<file path="src/rtl/flash_row_latch.sv">
module flash_row_latch #(
  parameter int LATCHES = 16,
  parameter int ADDR_W  = 9,
  parameter int DATA_W  = 14,
  parameter int KEY_W   = 8,
  parameter logic [KEY_W-1:0]  KEY_A = 8'h55,
  parameter logic [KEY_W-1:0]  KEY_B = 8'hAA,
  parameter logic [DATA_W-1:0] BLANK = {DATA_W{1'b1}}
) (
  input  logic                        clk,
  input  logic                        rst_n,
  input  logic                        addr_we,
  input  logic [ADDR_W-1:0]           addr_in,
  input  logic                        data_we,
  input  logic [DATA_W-1:0]           data_in,
  input  logic                        ctrl_we,
  input  logic                        ctrl_wren,
  input  logic                        ctrl_load_only,
  input  logic                        ctrl_cfg_sel,
  input  logic                        ctrl_erase,
  input  logic                        key_we,
  input  logic [KEY_W-1:0]            key_in,
  input  logic                        go,
  output logic                        fl_req,
  output logic                        fl_erase,
  output logic [ADDR_W-$clog2(LATCHES)-1:0] fl_row,
  output logic [LATCHES*DATA_W-1:0]   fl_data,
  input  logic                        fl_ack,
  output logic                        busy
);
  localparam int IDX_W = $clog2(LATCHES);
  localparam int ROW_W = ADDR_W - IDX_W;

  typedef enum logic [1:0] {SQ_IDLE, SQ_KEYA, SQ_KEYB} seq_t;

  logic [ADDR_W-1:0]               addr_q;
  logic [DATA_W-1:0]               data_q;
  logic                            wren_q, lo_q, cfg_q, er_q;
  seq_t                            seq_q, seq_d;
  logic [LATCHES-1:0][DATA_W-1:0]  lat_q;
  logic                            busy_q, erase_q;
  logic [ROW_W-1:0]                row_q;

  logic reg_wr, fire, allowed, start, done, clean_key;

  assign reg_wr    = addr_we | data_we | ctrl_we;
  assign clean_key = key_we & ~reg_wr & ~go;
  assign fire      = ~busy_q & (seq_q == SQ_KEYB) & go & ~key_we & ~reg_wr;
  assign allowed   = fire & wren_q & ~cfg_q;
  assign start     = allowed & (er_q | ~lo_q);
  assign done      = busy_q & fl_ack;

  always_comb begin
    seq_d = SQ_IDLE;
    if (!busy_q && clean_key) begin
      if (key_in == KEY_A)                               seq_d = SQ_KEYA;
      else if (key_in == KEY_B && seq_q == SQ_KEYA)      seq_d = SQ_KEYB;
    end
  end

  always_ff @(posedge clk or negedge rst_n) begin
    if (!rst_n) seq_q <= SQ_IDLE;
    else        seq_q <= seq_d;
  end

  always_ff @(posedge clk or negedge rst_n) begin
    if (!rst_n) begin
      addr_q <= '0;
      data_q <= '0;
      wren_q <= 1'b0;
      lo_q   <= 1'b0;
      cfg_q  <= 1'b0;
      er_q   <= 1'b0;
    end else if (!busy_q) begin
      if (addr_we) addr_q <= addr_in;
      if (data_we) data_q <= data_in;
      if (ctrl_we) begin
        wren_q <= ctrl_wren;
        lo_q   <= ctrl_load_only;
        cfg_q  <= ctrl_cfg_sel;
        er_q   <= ctrl_erase;
      end
    end
  end

  always_ff @(posedge clk or negedge rst_n) begin
    if (!rst_n) begin
      for (int i = 0; i < LATCHES; i++) lat_q[i] <= BLANK;
    end else if (done) begin
      for (int i = 0; i < LATCHES; i++) lat_q[i] <= BLANK;
    end else if (allowed && !er_q) begin
      lat_q[addr_q[IDX_W-1:0]] <= data_q;
    end
  end

  always_ff @(posedge clk or negedge rst_n) begin
    if (!rst_n) begin
      busy_q  <= 1'b0;
      erase_q <= 1'b0;
      row_q   <= '0;
    end else if (done) begin
      busy_q  <= 1'b0;
    end else if (start) begin
      busy_q  <= 1'b1;
      erase_q <= er_q;
      row_q   <= addr_q[ADDR_W-1:IDX_W];
    end
  end

  assign busy     = busy_q;
  assign fl_req   = busy_q;
  assign fl_erase = erase_q;
  assign fl_row   = row_q;

  for (genvar g = 0; g < LATCHES; g++) begin : g_pack
    assign fl_data[g*DATA_W +: DATA_W] = lat_q[g];
  end
endmodule


</file>
<file path="config.mk">
export PLATFORM = sky130hd
export DESIGN_NAME = flash_row_latch
export DESIGN_NICKNAME = d
export VERILOG_FILES = /design/src/rtl/flash_row_latch.sv
export SDC_FILE = /design/constraint.sdc
export NUM_CORES = 1
export LEC_CHECK = 0
export ABC_CLOCK_PERIOD_IN_PS = 2100
export BUFFER_PORTS_ARGS = -buffer_cell sky130_fd_sc_hd__buf_2
export CORE_ASPECT_RATIO = 0.5
export CORE_UTILIZATION = 48
export DETAILED_ROUTE_END_ITERATION = 6
export PLACE_DENSITY = 0.76
export SKIP_LAST_GASP = 1
export SLEW_MARGIN = 10
export SYNTH_ARGS = -nofsm -noshare
export SYNTH_HDL_FRONTEND = slang
export SYNTH_SLANG_ARGS = --single-unit
</file>
<file path="constraint.sdc">
create_clock -name clk -period 2.1 [get_ports clk]
set_input_delay 0.21 -clock clk [delete_from_list [all_inputs] [get_ports clk]]
set_output_delay 0.21 -clock clk [all_outputs]
set_load 0.03 [all_outputs]
</file>
==> metrics.txt <==
status completed; CP Data Required Time 2.55 ns; Yosys reg bits 260; leakage power 7.53 nW; worst r2r path cells 8; Mapped Cells 899; Worst Hold Endpoint seq_q[0]; CTS Buffer Depth 3; drt first pass iters 5; final net count between 1000 and 1500; Core Region 22200 um^2; Die ar. 23800 um^2; Layout Utilization 65.1%; Net Sw Power 2.42 mW; Pwr Density a little over 700 nW/um^2; max_cap viols 0; initial core utilization 50.1%; Synth Area in Compound Gates 10.2%; # rows 38; Place WS 0.0244 ns; antenna violations before repair 1; worst r2r dst fl_data[58]; Yosys cell types 43; Vias 8509; top cells by count, synth dfstp_2, nor3_1, a21oi_1; Buffers on Ports around 270; number of global-route vias before repair 8358; DRT Wirelength 32200 um; worst hold path depth 3; Max-Slew Margin vs Limit 15.1%; Worst-Margin Slew about 1.3 ns; internal power 7.96 mW; Met2 Wirelength about 16000 um; fin area 14400 um^2; layout cell share with drive strength beyond 1 57.8%; final std cells w/o fill roughly 1500; Synth Flop Type dfstp_2; TritonCTS clock tree done; Avg Inst Size Synth ~12 um^2; adder-cell area share of the yosys netlist 0%; final setup violation count 0; Root Buffer clkbuf_16; EDFF count, synth 0; Final GP Congestion 0.856; hold slack final just over 0.07 ns; GRT Util Overall 26.4%; XOR/XNOR share of the synthesized area 0%; final setup TNS 0 ns; largest net degree at the start of global routing 105; net count after synthesis 942; gr ovfl total 0; Period Utilization, post-route between 90% and 100%; r2r startpoint er_q; max-slew violations 0; Hold Crit Class input port to flop; Clk network pwr share 43.7%; post-synthesis mux area share ~8.4%; CP Class flop to flop; Top Metal Used met4; drt initial violations 839; Worst Hold Launch key_in[3]; register area 6790 um^2; Via density about 5.6; clk_skew 0.0203 ns; Power Total about 10 mW; sw frac 23.3%; post-synthesis simple-gate area fraction 15.6%; sequential power share between 50% and 60%; post-route ant nets 0; Syn Std Cell Area 11100 um^2; Chip Width between 200 and 250 um; CTS Buf Count 24; Combinational Power Share 6.3%; RSZ-0062 raised after global routing true; Avg WL per Cell 21.0 um; synth warn 0; area of the multi-input gates between 3000 and 4000 um^2; sequential area share after synthesis roughly three fifths; max frequency 478 MHz; Async SR Flop Fraction 100%; min Tclk post-route between 2 and 2.5 ns; Setup crit start kind flop; crit path DAT ~2.5 ns; cell accounting for the most synthesized area dfstp_2; die height 110 um; H-tree depth 1; clk sink count 260; count leader, synth dfstp_2; Fin. Hold Viols 0; Fillers 1639; Reg2Reg Setup Slack 0.01 ns; placed cell areas between 10000 and 15000 um^2; first-pass GRT wire length 47800 um; num ports 275; Synth top area share 53.0%; clock latency on the worst-skew pair 0.53 ns; Routed met3 length around 1900 um; critical path endpoint category flop; Clk pin slew, worst setup/hold paths 0.07 ns; crit-path max FO 7; DRC viols 0; Inst Count DP 1442; synth top area cells dfstp_2, dfrtp_1, nor3_1; Max IR drop VDD 0.470 mV; met1 wire length approximately 14000 um; main combinational cell family by area after synthesis simple AND/OR/NAND/NOR gates; worst setup margin 0.00962 ns; area grow syn2layout 29.9%; post-detail-place hpwl slightly above 20000 um
-- cells by family (layout without fill, tap and decap cells) --
kind of cell    Yosys count  count (layout)
mux                      89              89
other cells               0               1
simple gates            297             297
flops                   260             260
buf+inv                  84             416
compound gates          169             169
-- worst max path at each step --
stage          start            to  cells past startpoint
6_report        er_q   fl_data[58]                      8
5_1_grt         er_q   fl_data[60]                      8
4_1_cts        cfg_q   fl_data[73]                      7
3_5_place_dp   cfg_q   fl_data[90]                      5
3_3_place_gp   cfg_q   fl_data[88]                      5
2_1_floorplan  cfg_q  fl_data[203]                      6
-- critical path: stages (launching register included) --
cell and delay, ns:
dfrtp_1 0.40, buf_6 0.13, or4b_4 0.52, buf_12 0.17
nor4_4 0.27, buf_6 0.17, clkbuf_16 0.15, nor3_1 0.04
a21oi_1 0.15
-- power groups by stage --
stage                     registers (mW)  clock network, mW  logic [mW]
after CTS                           5.18               4.61       0.635
after global placement              5.25                  0       0.566
after global routing                5.19               4.81       0.702
final                               5.18               4.53       0.658
after detailed placement            5.25                  0       0.576
after floorplan                     5.18                  0       0.285
-- cells in the final DEF, fill, tap and decap left out, drive strengths merged --
cell and instances:
or4 1, and2 1, mux2i 56, nand2b 1
nor3b 2, nor3 142, and3 1, a21o 1
buf 333, diode 1, nor2b 31, and2b 1
nand3b 4, nand2 59, bufinv 2, nor4bb 3
or3 1, inv 1, a21oi 140, mux2 33
dlygate4sd3 37, clkinv 4, and4b 1, nor4 13
dfrtp 36, a211o 28, nand3 3, or3b 4
nand4b 2, clkbuf 39, or4b 2, nor4b 3
and3b 1, nand4 5, nand4bb 1, dfstp 224
nor2 15
-- what timing repair did --
item                       in CTS  in global routing
pin swaps                       0                  5
setup endpoints to repair       1                 74
setup buffers                   0                  7
hold endpoints to repair       44                  0
resized for setup               1                 10
hold buffers                   37                  0
gates cloned                    0                  5
-- flip-flops by register name, indices dropped and copies added (netlist names) --
name      flops
fl_data     224
data_q       14
addr_q        9
fl_row        5
seq_q         2
busy          1
cfg_q         1
er_q          1
fl_erase      1
lo_q          1
wren_q        1
-- area by class of cell --
type	count	area share, %
repair buffers	375	17.8
clock buffers	34	4.99
flip-flops and latches	260	47.1
diodes	1	0.0174
multi-input cells	555	26.8
inverters	1	0.0260
clock inverters	6	0.634
well taps	300	2.60
-- layer usage --
layer | track usage [%] | up-vias
met5 | 0 | -
met4 | 9.10 | 0
met3 | 5.01 | 45
met2 | 43.8 | 304
met1 | 35.2 | 4335
li1 | - | 3825
No activity file was read; power rests on OpenSTA's default activity.
